## config.mk

```make
export PLATFORM = sky130hd
export DESIGN_NAME = uart_chan
export DESIGN_NICKNAME = d
export VERILOG_FILES = /design/src/rtl/uart_chan_pkg.sv /design/src/rtl/uart_chan_fifo.sv /design/src/rtl/uart_chan_tx.sv /design/src/rtl/uart_chan_rx.sv /design/src/rtl/uart_chan.sv
export SDC_FILE = /design/constraint.sdc
export NUM_CORES = 1
export LEC_CHECK = 0
export ABC_AREA = 1
export BUFFER_PORTS_ARGS = -buffer_cell sky130_fd_sc_hd__buf_2
export CAP_MARGIN = 20
export CORE_MARGIN = 3
export CORE_UTILIZATION = 30
export DETAILED_ROUTE_END_ITERATION = 6
export HOLD_SLACK_MARGIN = 0.08
export PLACE_DENSITY_LB_ADDON = 0.1
export SYNTH_ARGS = -nofsm -noshare
export SYNTH_HDL_FRONTEND = slang
export SYNTH_HIERARCHICAL = 1
export SYNTH_SLANG_ARGS = --single-unit
```

## constraint.sdc

```tcl
create_clock -name clk -period 5.11 [get_ports clk]
set_input_delay 1.022 -clock clk [delete_from_list [all_inputs] [get_ports clk]]
set_output_delay 1.022 -clock clk [all_outputs]
set_load 0.02 [all_outputs]
```

## src/rtl/uart_chan_pkg.sv

```systemverilog
package uart_chan_pkg;

    typedef enum logic [1:0] {TX_IDLE, TX_DATA, TX_PAR, TX_STOP} tx_st_e;
    typedef enum logic [2:0] {RX_IDLE, RX_START, RX_DATA, RX_PAR, RX_STOP} rx_st_e;

    // Parity bit for a reduced data XOR; odd selects odd parity.
    function automatic logic par_bit(input logic data_xor, input logic odd);
        return data_xor ^ odd;
    endfunction

endpackage

```

## src/rtl/uart_chan_fifo.sv

```systemverilog
module uart_chan_fifo #(
    parameter int W     = 10,
    parameter int DEPTH = 3
) (
    input  logic         clk,
    input  logic         rst,
    input  logic         push,
    input  logic [W-1:0] pdata,
    input  logic         pop,
    output logic [W-1:0] head,
    output logic         empty,
    output logic         full
);
    localparam int AW = (DEPTH > 1) ? $clog2(DEPTH) : 1;
    localparam int CW = $clog2(DEPTH + 1);

    typedef struct packed {
        logic [DEPTH-1:0][W-1:0] mem;
        logic [AW-1:0]           wp;
        logic [AW-1:0]           rp;
        logic [CW-1:0]           cnt;
    } fifo_t;

    fifo_t q, d;

    function automatic logic [AW-1:0] nxt(input logic [AW-1:0] p);
        return (p == AW'(DEPTH - 1)) ? '0 : p + 1'b1;
    endfunction

    always_comb begin
        d = q;
        if (push) begin
            d.mem[q.wp] = pdata;
            d.wp        = nxt(q.wp);
        end
        if (pop) d.rp = nxt(q.rp);
        d.cnt = q.cnt + CW'(push) - CW'(pop);
    end

    always_ff @(posedge clk) begin
        if (rst) q <= '0;
        else     q <= d;
    end

    assign head  = q.mem[q.rp];
    assign empty = (q.cnt == '0);
    assign full  = (q.cnt == CW'(DEPTH));
endmodule

```

## src/rtl/uart_chan_tx.sv

```systemverilog
module uart_chan_tx
    import uart_chan_pkg::*;
#(
    parameter int DW  = 8,
    parameter int OVS = 16
) (
    input  logic          clk,
    input  logic          rst,
    input  logic          en,
    input  logic          tick,
    input  logic          ext,
    input  logic          ext_fall,
    input  logic          wr,
    input  logic [DW-1:0] wdata,
    input  logic          par_en,
    input  logic          par_odd,
    output logic          line,
    output logic          rdy,
    output logic          empty
);
    localparam int IW = (DW > 1) ? $clog2(DW) : 1;
    localparam int CW = $clog2(OVS);

    typedef struct packed {
        tx_st_e        st;
        logic [DW-1:0] thr;
        logic          thr_v;
        logic [DW-1:0] sh;
        logic          par;
        logic [IW-1:0] idx;
        logic [CW-1:0] cnt;
        logic          line;
    } tx_t;

    tx_t  q, d;
    logic step;

    always_comb begin
        d = q;
        if (tick && !ext) d.cnt = q.cnt + 1'b1;
        step = ext ? ext_fall : (tick && q.cnt == CW'(OVS - 1));
        if (wr && !q.thr_v) begin
            d.thr   = wdata;
            d.thr_v = 1'b1;
        end
        if (!en) begin
            d.st   = TX_IDLE;
            d.line = 1'b1;
        end else if (step) begin
            case (q.st)
                TX_IDLE: begin
                    d.line = 1'b1;
                    if (q.thr_v) begin
                        d.line  = 1'b0;
                        d.sh    = q.thr;
                        d.par   = par_bit(^q.thr, par_odd);
                        d.thr_v = 1'b0;
                        d.idx   = '0;
                        d.st    = TX_DATA;
                    end
                end
                TX_DATA: begin
                    d.line = q.sh[0];
                    d.sh   = q.sh >> 1;
                    d.idx  = q.idx + 1'b1;
                    if (q.idx == IW'(DW - 1)) d.st = par_en ? TX_PAR : TX_STOP;
                end
                TX_PAR: begin
                    d.line = q.par;
                    d.st   = TX_STOP;
                end
                default: begin
                    d.line = 1'b1;
                    d.st   = TX_IDLE;
                end
            endcase
        end
    end

    always_ff @(posedge clk) begin
        if (rst) begin
            q      <= '0;
            q.st   <= TX_IDLE;
            q.line <= 1'b1;
        end else begin
            q <= d;
        end
    end

    assign line  = q.line;
    assign rdy   = !q.thr_v;
    assign empty = !q.thr_v && (q.st == TX_IDLE);
endmodule

```

## src/rtl/uart_chan_rx.sv

```systemverilog
module uart_chan_rx
    import uart_chan_pkg::*;
#(
    parameter int DW  = 8,
    parameter int OVS = 16
) (
    input  logic          clk,
    input  logic          rst,
    input  logic          en,
    input  logic          tick,
    input  logic          ext,
    input  logic          ext_rise,
    input  logic          rin,
    input  logic          par_en,
    input  logic          par_odd,
    input  logic          ready,
    output logic          push,
    output logic [DW+1:0] push_data,
    output logic          ovr
);
    localparam int IW = (DW > 1) ? $clog2(DW) : 1;
    localparam int CW = $clog2(OVS);

    typedef struct packed {
        rx_st_e        st;
        logic [CW-1:0] cnt;
        logic [IW-1:0] idx;
        logic [DW-1:0] sh;
        logic          perr;
        logic          pend;
        logic [DW+1:0] pdata;
        logic          ovr;
    } rx_t;

    rx_t  q, d;
    logic step;
    logic done;

    always_comb begin
        d    = q;
        done = 1'b0;
        push = q.pend && ready;
        if (push) d.pend = 1'b0;
        if (tick && !ext) d.cnt = q.cnt + 1'b1;
        step = ext ? ext_rise : (tick && q.cnt == CW'(OVS - 1));
        if (!en) begin
            d.st  = RX_IDLE;
            d.ovr = 1'b0;
        end else begin
            case (q.st)
                RX_IDLE: begin
                    if (ext) begin
                        if (ext_rise && !rin) begin
                            d.st   = RX_DATA;
                            d.idx  = '0;
                            d.perr = 1'b0;
                        end
                    end else if (tick && !rin) begin
                        d.st   = RX_START;
                        d.cnt  = '0;
                        d.idx  = '0;
                        d.perr = 1'b0;
                    end
                end
                RX_START: begin
                    if (tick && q.cnt == CW'(OVS / 2 - 1)) begin
                        if (!rin) begin
                            d.st  = RX_DATA;
                            d.cnt = '0;
                        end else begin
                            d.st = RX_IDLE;
                        end
                    end
                end
                RX_DATA: begin
                    if (step) begin
                        d.sh  = {rin, q.sh[DW-1:1]};
                        d.idx = q.idx + 1'b1;
                        if (q.idx == IW'(DW - 1)) d.st = par_en ? RX_PAR : RX_STOP;
                    end
                end
                RX_PAR: begin
                    if (step) begin
                        d.perr = (rin != par_bit(^q.sh, par_odd));
                        d.st   = RX_STOP;
                    end
                end
                default: begin
                    if (step) begin
                        done = 1'b1;
                        d.st = RX_IDLE;
                    end
                end
            endcase
        end
        if (done) begin
            d.pdata = {!rin, q.perr, q.sh};
            if (q.pend && !push) d.ovr = 1'b1;
            d.pend = 1'b1;
        end
    end

    always_ff @(posedge clk) begin
        if (rst) begin
            q    <= '0;
            q.st <= RX_IDLE;
        end else begin
            q <= d;
        end
    end

    assign push_data = q.pdata;
    assign ovr       = q.ovr;
endmodule

```

## src/rtl/uart_chan.sv

```systemverilog
module uart_chan #(
    parameter int DW    = 8,
    parameter int OVS   = 16,
    parameter int DEPTH = 3
) (
    input  logic          clk,
    input  logic          rst,
    input  logic          tick16,
    input  logic          ext_sel,
    input  logic          ext_txc,
    input  logic          ext_rxc,
    input  logic          tx_en,
    input  logic          rx_en,
    input  logic          loopback,
    input  logic          par_en,
    input  logic          par_odd,
    input  logic          tx_wr,
    input  logic [DW-1:0] tx_data,
    output logic          tx_rdy,
    output logic          tx_empty,
    output logic          txd,
    input  logic          rxd,
    input  logic          rx_rd,
    output logic [DW-1:0] rx_dout,
    output logic          rx_ferr,
    output logic          rx_perr,
    output logic          rx_rdy,
    output logic          rx_full,
    output logic          rx_ovr
);
    localparam int EW = DW + 2;

    typedef struct packed {
        logic txc;
        logic rxc;
        logic rin;
    } edge_t;

    edge_t         q, d;
    logic          tx_line;
    logic          txc_fall;
    logic          rxc_rise;
    logic          f_empty;
    logic          f_full;
    logic          f_pop;
    logic          f_push;
    logic [EW-1:0] f_in;
    logic [EW-1:0] f_head;

    always_comb begin
        d     = q;
        d.txc = ext_txc;
        d.rxc = ext_rxc;
        d.rin = loopback ? tx_line : rxd;
    end

    always_ff @(posedge clk) begin
        if (rst) begin
            q     <= '0;
            q.rin <= 1'b1;
        end else begin
            q <= d;
        end
    end

    assign txc_fall = q.txc && !ext_txc;
    assign rxc_rise = !q.rxc && ext_rxc;
    assign f_pop    = rx_rd && !f_empty;

    uart_chan_tx #(.DW(DW), .OVS(OVS)) u_tx (
        .clk(clk), .rst(rst), .en(tx_en), .tick(tick16), .ext(ext_sel),
        .ext_fall(txc_fall), .wr(tx_wr), .wdata(tx_data), .par_en(par_en),
        .par_odd(par_odd), .line(tx_line), .rdy(tx_rdy), .empty(tx_empty)
    );

    uart_chan_rx #(.DW(DW), .OVS(OVS)) u_rx (
        .clk(clk), .rst(rst), .en(rx_en), .tick(tick16), .ext(ext_sel),
        .ext_rise(rxc_rise), .rin(q.rin), .par_en(par_en), .par_odd(par_odd),
        .ready(!f_full || f_pop), .push(f_push), .push_data(f_in), .ovr(rx_ovr)
    );

    uart_chan_fifo #(.W(EW), .DEPTH(DEPTH)) u_fifo (
        .clk(clk), .rst(rst), .push(f_push), .pdata(f_in), .pop(f_pop),
        .head(f_head), .empty(f_empty), .full(f_full)
    );

    assign txd     = loopback ? 1'b1 : tx_line;
    assign rx_dout = f_head[DW-1:0];
    assign rx_perr = f_head[DW];
    assign rx_ferr = f_head[DW+1];
    assign rx_rdy  = !f_empty;
    assign rx_full = f_full;
endmodule

```

==> impl_summary.log, run 1 <==
INFO  metric post_synth_inst_count = 722
INFO  metric r2r_cells = 7
INFO  metric placementRows = 46
INFO  metric finClkSkew = 0.00515 ns
INFO  metric global_route.usage.total = 12.7%
INFO  metric tightestPinTransition = 0.854 ns
INFO  metric most-common-layout-cells = sky130_fd_sc_hd__nand2_1 (178), sky130_fd_sc_hd__inv_1 (107), sky130_fd_sc_hd__dfxtp_1 (98)
INFO  metric clockBufferDepth = 2
INFO  metric timing.final.max_slew_violations = 0
INFO  metric die_w = 135 um
INFO  metric synth-edff-count = 0
INFO  metric post_cts.repair.setup_buffers = 0
INFO  metric htreeDepth = 3
INFO  metric ctsRootBufferMaster = sky130_fd_sc_hd__clkbuf_16
INFO  metric post_detailed_placement_half_perimeter_wirelength = 7850 um
INFO  metric cp.required = 5.34 ns
INFO  metric critPathCapture = u_fifo/q[21]$_SDFFE_PP0P_
INFO  metric clk_latency = 0.34 ns
INFO  metric peakVddDrop = 0.153 mV
INFO  metric clock_transition_time_at_the_flip_flop_clock_pins_of_the_worst_setup_and_hold_paths = 0.07 ns
INFO  metric cts_tree = done
INFO  metric ys_seq_area_share = 39.4%
INFO  metric post_route_cells_drive_above_1_share = 12.1%
INFO  metric first_pass_grt_wire_length = 18700 um
INFO  metric stdcell_count = 960
INFO  metric critPathMaxStageDelay = 0.80 ns
INFO  metric syn2layout_area_growth = 10.7%
INFO  metric relative_slew_slack = 42.9%
INFO  metric post_cts_resized = 0
INFO  metric layout_commonest_cell = sky130_fd_sc_hd__nand2_1
INFO  metric critical_path.cell_chain = buf_2 > inv_1 > o21ai_0 > nand2_1 > inv_1 > nand3_1 > nor2_1 > nor2_1
INFO  metric timing.setup.tns = 0 ns
INFO  metric setup_viol_count_final = 0
INFO  metric syn_nets = 756
INFO  metric routed_via_density = 4.42
INFO  metric global_placer_s_final_weighted_congestion = 0.756
INFO  metric core_area = 16100 um^2
INFO  metric pleak = 2.58 nW
INFO  metric vias = 4239
INFO  metric largest_net_degree_at_the_start_of_global_routing = 34
INFO  metric critical_path.slowest_cell = sky130_fd_sc_hd__nand3_1
INFO  metric power_per_cell_area = 285 nW/um^2
INFO  metric post_synth_num_cell_types = 37
INFO  metric grt_pass1_vias = 3962
INFO  metric setup.worst_path.end_class = flip-flop
INFO  metric max_cap_viol_count = 0
INFO  metric dieArea = 18200 um^2
INFO  metric hold_viol = 0
INFO  metric finish.utilization = 34.3%
INFO  metric cts_hold_repair.buffers = 0
INFO  metric num-fill-cells = 1731
INFO  metric postSynthRegisterBits = 98
INFO  metric tritoncts.num_buffers = 9
INFO  metric rsz0062_at_grt = false
INFO  metric ff_to_ff_start = u_fifo/q[1]$_SDFF_PP0_
INFO  metric share_of_the_cycle_needed_by_the_critical_path_after_routing = 56.1%
INFO  metric fin_worst_hold_slack = 0.474 ns
INFO  metric fin_crit = 2.87 ns
INFO  metric syn_area_per_cell = 6.89 um^2
INFO  metric mappedNetlistArea = 4970 um^2
INFO  metric io_buffers = 37
INFO  metric async_flop_share = 0%
INFO  metric path_class = input pin to flip-flop
INFO  metric overall_die_height = 135 um
INFO  metric worst-r2r-setup-slack = 2.55 ns
INFO  metric yosys_most_used_dff = sky130_fd_sc_hd__dfxtp_1
INFO  metric avgRoutedWirePerCell = 11.4 um
INFO  metric clock-sinks = 98
INFO  metric antenna_violations_before_repair = 0
INFO  metric cp_arrival = 3.10 ns
INFO  metric gr-total-overflow = 0
INFO  metric max_freq = 0.349 GHz
INFO  metric critPathLaunchType = input pin
INFO  metric critPathMaxFanout = 24
INFO  metric final_nets = 773
INFO  metric floorplan.initialDensity = 31.0%
INFO  metric wirelength = 10900 um
INFO  metric crit_path_start = rx_rd
INFO  metric antennaDiodeCount = 0
INFO  metric status = completed
INFO  metric critical_r2r_capture = u_fifo/q[21]$_SDFFE_PP0P_
INFO  metric synth_warnings = 6
INFO  metric class_of_the_worst_hold_path = flip-flop to flip-flop
INFO  metric dpl.cell_count = 944
INFO  metric drt_first_iter_violations = 224
INFO  metric top_level_ports = 38
INFO  metric final_antenna_net_count = 0
INFO  metric drcViolationCount = 0
INFO  metric drt_first_pass_iters = 4
worst min path at each step:
| stage | from | cells after the start | end | slack, ns |
|---|---|---|---|---|
| 3_5_place_dp | u_rx/q[23]$_SDFFE_PP0P_ | 2 | u_rx/q[23]$_SDFFE_PP0P_ | 0.47 |
| 4_1_cts | u_rx/q[23]$_SDFFE_PP0P_ | 2 | u_rx/q[23]$_SDFFE_PP0P_ | 0.48 |
| 5_1_grt | u_rx/q[22]$_SDFFE_PP0P_ | 2 | u_rx/q[22]$_SDFFE_PP0P_ | 0.49 |
| 3_3_place_gp | u_rx/q[22]$_SDFFE_PP0P_ | 2 | u_rx/q[22]$_SDFFE_PP0P_ | 0.46 |
| 2_1_floorplan | q[0]$_SDFF_PP1_ | 1 | u_rx/push_data[9]$_SDFFE_PP0P_ | 0.43 |
| 6_report | q[0]$_SDFF_PP1_ | 1 | u_rx/push_data[9]$_SDFFE_PP0P_ | 0.47 |
routing by layer:
| metal | track usage, % | vias to the layer above | wire length (um) |
|---|---|---|---|
| li1 | - | 2286 | - |
| met1 | 15.9 | 1891 | 5190 |
| met2 | 21.5 | 56 | 5210 |
| met3 | 3.95 | 6 | 426 |
| met4 | 2.71 | 0 | 87 |
| met5 | 0 | - | 0 |
worst max-delay path: cells and delay by family:
family	cells	cell delay (ns)
AO/OA/AOI/OAI	1	0.19
AND/OR/NAND/NOR	4	1.24
buffers and inverters	3	0.65
sequential cells by signal (all words and copies together), names as in the netlist:
signal	flops
q	3
u_fifo/q	36
u_rx/ovr	1
u_rx/push_data	10
u_rx/q	20
u_tx/line	1
u_tx/q	27
final cells by class:
class,instances,area [um^2],area share [%]
Tap cell,216,270,4.91
Inverter,113,429,7.80
Sequential cell,98,1960,35.6
Clock buffer,12,236,4.30
Timing Repair Buffer,38,196,3.57
Clock inverter,4,28.8,0.523
Multi-Input combinational cell,479,2380,43.3
per-stage QoR:
stage	worst slack (ns)	area, um^2	total power [mW]
3_3_place_gp	1.88	5230	0.958
4_1_cts	2.21	5500	1.60
6_report	2.24	5500	1.57
3_5_place_dp	1.88	5240	0.960
2_1_floorplan	2.78	4970	0.915
5_1_grt	1.94	5500	1.65
Yosys cell counts (7+ instances only):
cell	n	area share, %
sky130_fd_sc_hd__a21oi_1	53	5.3
sky130_fd_sc_hd__a22oi_1	7	1.1
sky130_fd_sc_hd__buf_2	13	1.3
sky130_fd_sc_hd__buf_4	11	1.7
sky130_fd_sc_hd__dfxtp_1	98	39
sky130_fd_sc_hd__ha_1	12	3.0
sky130_fd_sc_hd__inv_1	107	8.1
sky130_fd_sc_hd__nand2_1	178	13
sky130_fd_sc_hd__nand2_2	12	1.5
sky130_fd_sc_hd__nand3_1	37	3.7
sky130_fd_sc_hd__nor2_1	90	6.8
sky130_fd_sc_hd__o211ai_1	11	1.7
sky130_fd_sc_hd__o21ai_0	33	3.3
where the power goes:
part / total [mW] / internal [mW] / switching [mW]
combinational: 0.144 / 0.0443 / 0.100
clock: 0.628 / 0.331 / 0.296
sequential: 0.795 / 0.780 / 0.0144
logic make-up after synthesis:
kind of cell	synth area share, %
buffers and inverters	12.7
adder cells (fa/ha/maj)	3.02
AND/OR/NAND/NOR	29.8
multiplexers	0.201
AO/OA/AOI/OAI	13.6
flip-flops	39.4
XOR/XNOR	1.23
No activity file was read; power rests on OpenSTA's default activity.
==> run 2, diff against run 1 <==
Settings changed: ABC_AREA 1 to 0.
Clock period 5.11 ns to 2.7 ns, I/O delays scaled along.
==> run 2 against run 1 <==
  * Die area is 2.9% lower
  * Non-clock buffer count grew 9
  * Final area fell by 1.7%
  * Critical path type is now flip-flop to primary output
  * Clock power up 97%
  * Sequential power is 91% higher
  * Cell count down 20%
  * Wire length shrank 2.6%
  * Count of clock-buffer cells in the layout rose by 2
  * Largest power group unchanged
  * Worst hold slack lost 0.053 ns
  * Combinational power is 120% higher
==> impl_summary.log, run 2 <==
INFO  metric status = completed (unchanged)
INFO  metric final_nets = 585 (was 773)
INFO  metric hold_viol = 0 (unchanged)
INFO  metric max_freq = 0.414 GHz
INFO  metric post_synth_main_area_contributors = sky130_fd_sc_hd__dfxtp_1 (41%), sky130_fd_sc_hd__mux2i_1 (11%), sky130_fd_sc_hd__nand2b_1 (6.2%) (was sky130_fd_sc_hd__dfxtp_1 (39%), sky130_fd_sc_hd__nand2_1 (13%), sky130_fd_sc_hd__inv_1 (8.1%))
INFO  metric top_level_ports = 38 (unchanged)
INFO  metric critPathMaxFanout = 10 (was 24)
INFO  metric first_pass_grt_wire_length = 18000 um (was 18700 um)
INFO  metric syn_nets = 571 (was 756)
INFO  metric mappedNetlistArea = 4820 um^2 (was 4970 um^2)
INFO  metric most-common-layout-cells = sky130_fd_sc_hd__dfxtp_1 (98), sky130_fd_sc_hd__nand2_1 (63), sky130_fd_sc_hd__mux2i_1 (52) (was sky130_fd_sc_hd__nand2_1 (178), sky130_fd_sc_hd__inv_1 (107), sky130_fd_sc_hd__dfxtp_1 (98))
INFO  metric global_placer_s_final_weighted_congestion = 0.760 (was 0.756)
INFO  metric gr-total-overflow = 0 (unchanged)
INFO  metric clock_transition_time_at_the_flip_flop_clock_pins_of_the_worst_setup_and_hold_paths = 0.06 ns (was 0.07 ns)
INFO  metric synth-edff-count = 0 (unchanged)
INFO  metric drt_first_pass_iters = 4 (unchanged)
INFO  metric cts_tree = done (unchanged)
INFO  metric worst-r2r-setup-slack = 0.77 ns (was 2.55 ns)
INFO  metric wirelength = 10600 um (was 10900 um)
INFO  metric netlist.area_leader.share = 40.7% (was 39.4%)
INFO  metric registers.top_by_ff_count = u_fifo/q (unchanged)
INFO  metric netlist_top_cells_count = sky130_fd_sc_hd__dfxtp_1 (98), sky130_fd_sc_hd__nand2_1 (63), sky130_fd_sc_hd__mux2i_1 (52) (was sky130_fd_sc_hd__nand2_1 (178), sky130_fd_sc_hd__inv_1 (107), sky130_fd_sc_hd__dfxtp_1 (98))
INFO  metric global_route.usage.total = 12.6% (was 12.7%)
INFO  metric drt_first_iter_violations = 174 (was 224)
INFO  metric async_flop_share = 0% (unchanged)
INFO  metric cp.required = 2.16 ns (was 5.34 ns)
INFO  metric post_detailed_placement_half_perimeter_wirelength = 7470 um (was 7850 um)
INFO  metric floorplan.initialDensity = 31.2% (was 31.0%)
INFO  metric clock-sinks = 98 (unchanged)
INFO  metric post_cts_resized = 0 (unchanged)
INFO  metric clockBufferDepth = 2 (unchanged)
INFO  metric vias = 3602 (was 4239)
INFO  metric timing.setup.tns = 0 ns (unchanged)
INFO  metric htreeDepth = 3 (unchanged)
INFO  metric largest_reg_flops = 36 (unchanged)
INFO  metric worst_hold_startpoint = ext_rxc (was q[0]$_SDFF_PP1_)
INFO  metric share_of_the_cycle_needed_by_the_critical_path_after_routing = 89.4%
INFO  metric tritoncts.num_buffers = 9 (unchanged)
INFO  metric pleak = 2.06 nW (was 2.58 nW)
INFO  metric stdcell_count = 767 (was 960)
INFO  metric ys_seq_area_share = 40.7% (was 39.4%)
INFO  metric die_w = 133 um (was 135 um)
INFO  metric critPathLaunchType = flip-flop (was input pin)
INFO  metric largestRegisters = u_fifo/q (36), u_tx/q (27), u_rx/q (20) (unchanged)
INFO  metric rsz0062_at_grt = false (unchanged)
INFO  metric grt_pass1_vias = 3561 (was 3962)
INFO  metric post_synth_num_cell_types = 55 (was 37)
INFO  metric dpl.cell_count = 751 (was 944)
INFO  metric r2r_cells = 10 (was 7)
INFO  metric syn_area_per_cell = 8.98 um^2 (was 6.89 um^2)
INFO  metric post_route_cells_drive_above_1_share = 13.5% (was 12.1%)
INFO  metric holdPathEnd = q[1]$_SDFF_PP0_ (was u_rx/push_data[9]$_SDFFE_PP0P_)
INFO  metric postSynthRegisterBits = 98 (unchanged)
INFO  metric relative_slew_slack = 64.6% (was 42.9%)
INFO  metric avgRoutedWirePerCell = 13.9 um (was 11.4 um)
INFO  metric finClkSkew = 0.00432 ns (was 0.00515 ns)
INFO  metric overall_die_height = 133 um (was 135 um)
INFO  metric post_cts.repair.setup_buffers = 0 (unchanged)
INFO  metric antennaDiodeCount = 0 (unchanged)
INFO  metric post_synth_inst_count = 537 (was 722)
INFO  metric peakVddDrop = 0.303 mV (was 0.153 mV)
INFO  metric critical_r2r_capture = u_fifo/q[1]$_SDFF_PP0_ (was u_fifo/q[21]$_SDFFE_PP0P_)
INFO  metric setup.worst_path.end_class = primary output (was flip-flop)
INFO  metric antenna_violations_before_repair = 0 (unchanged)
INFO  metric largest_net_degree_at_the_start_of_global_routing = 51 (was 34)
INFO  metric ctsRootBufferMaster = sky130_fd_sc_hd__clkbuf_16 (unchanged)
INFO  metric cts_hold_repair.buffers = 0 (unchanged)
INFO  metric dieArea = 17600 um^2 (was 18200 um^2)
INFO  metric path_class = flip-flop to primary output (was input pin to flip-flop)
INFO  metric ff_to_ff_start = u_fifo/q[0]$_SDFF_PP0_ (was u_fifo/q[1]$_SDFF_PP0_)
INFO  metric core_area = 15500 um^2 (was 16100 um^2)
INFO  metric cp_arrival = 1.87 ns (was 3.10 ns)
INFO  metric layout_commonest_cell = sky130_fd_sc_hd__dfxtp_1 (was sky130_fd_sc_hd__nand2_1)
INFO  metric fin_crit = 2.41 ns
INFO  metric routed_via_density = 4.70 (was 4.42)
INFO  metric num-fill-cells = 1605 (was 1731)
INFO  metric setup_viol_count_final = 0 (unchanged)
INFO  metric synthMostInstantiatedCell = sky130_fd_sc_hd__dfxtp_1 (was sky130_fd_sc_hd__nand2_1)
INFO  metric synth_warnings = 6 (unchanged)
INFO  metric tightestPinTransition = 0.531 ns (was 0.854 ns)
INFO  metric placementRows = 45 (was 46)
INFO  metric yosys_most_used_dff = sky130_fd_sc_hd__dfxtp_1 (unchanged)
INFO  metric class_of_the_worst_hold_path = input pin to flip-flop (was flip-flop to flip-flop)
INFO  metric syn2layout_area_growth = 12.2% (was 10.7%)
INFO  metric hold_depth = 2 (was 1)
INFO  metric timing.final.max_slew_violations = 0 (unchanged)
INFO  metric clk_latency = 0.34 ns (about the same)
INFO  metric power_per_cell_area = 569 nW/um^2 (was 285 nW/um^2)
INFO  metric drcViolationCount = 0 (unchanged)
INFO  metric io_buffers = 37 (unchanged)
INFO  metric final_antenna_net_count = 0 (unchanged)
INFO  metric synth_area_leader_cell = sky130_fd_sc_hd__dfxtp_1 (unchanged)
INFO  metric max_cap_viol_count = 0 (unchanged)
## run 2: final cells by class
| cell class | count | area (um^2) | share of cell area, % |
|---|---|---|---|
| Clock inverter | 2 | 10.0 | 0.185 |
| Tap cell | 211 | 264 | 4.88 |
| Inverter | 12 | 45.0 | 0.833 |
| Clock buffer | 14 | 274 | 5.06 |
| Sequential cell | 98 | 1960 | 36.3 |
| Timing Repair Buffer | 47 | 273 | 5.04 |
| Multi-Input combinational cell | 383 | 2580 | 47.7 |
## run 2: cell families after synthesis
group	count (synthesis)	share of synthesized area, %
simple gates	208	23.0
flops	98	40.7
compound gates	89	11.8
buf+inv	56	5.78
mux	53	11.0
xor+xnor	21	4.67
fa+ha+maj	12	3.11
## run 2: critical path: stages, from the launching register on
cell and delay (ns):
sky130_fd_sc_hd__dfxtp_1 0.45, sky130_fd_sc_hd__nor2b_1 0.47, sky130_fd_sc_hd__buf_4 0.25, sky130_fd_sc_hd__o2bb2ai_1 0.15, sky130_fd_sc_hd__buf_2 0.20
## run 2: worst max-delay path by stage
stage	to	slack [ns]	depth (start not counted)	startpoint
after floorplan	u_fifo/q[1]$_SDFF_PP0_	0.80	9	rx_rd
after global placement	u_fifo/q[1]$_SDFF_PP0_	0.60	10	rx_rd
after detailed placement	u_fifo/q[1]$_SDFF_PP0_	0.55	10	rx_rd
after CTS	rx_dout[7]	0.25	4	u_fifo/q[2]$_SDFFE_PP0P_
after global routing	rx_dout[7]	0.19	4	u_fifo/q[2]$_SDFFE_PP0P_
final	rx_dout[7]	0.29	4	u_fifo/q[2]$_SDFFE_PP0P_
## run 2: stage by stage
stage          setup WS (ns)  area [um^2]  utilization, %  total power, mW  hold WS, ns
2_1_floorplan          0.800         4820               -             1.78        0.432
3_3_place_gp           0.603         5130            33.1             1.87        0.448
3_5_place_dp           0.548         5130            33.1             1.88        0.450
4_1_cts                0.247         5410            34.9             3.15        0.400
5_1_grt                0.185         5410            34.9             3.23        0.422
6_report               0.286         5410            34.9             3.08        0.421
## run 2: per-layer routing
metal | track usage, % | vias to the layer above | share of wire (%)
met5 | 0 | - | 0
li1 | - | 1856 | -
met4 | 4.79 | 0 | 1.7
met1 | 16.3 | 1684 | 50
met2 | 20.1 | 51 | 45
met3 | 3.42 | 11 | 3.5
## run 2: power by group
| group | internal (mW) | switching, mW | leakage, nW |
|---|---|---|---|
| sequential | 1.48 | 0.0447 | 0.792 |
| combinational | 0.157 | 0.159 | 1.13 |
| clock | 0.699 | 0.542 | 0.143 |
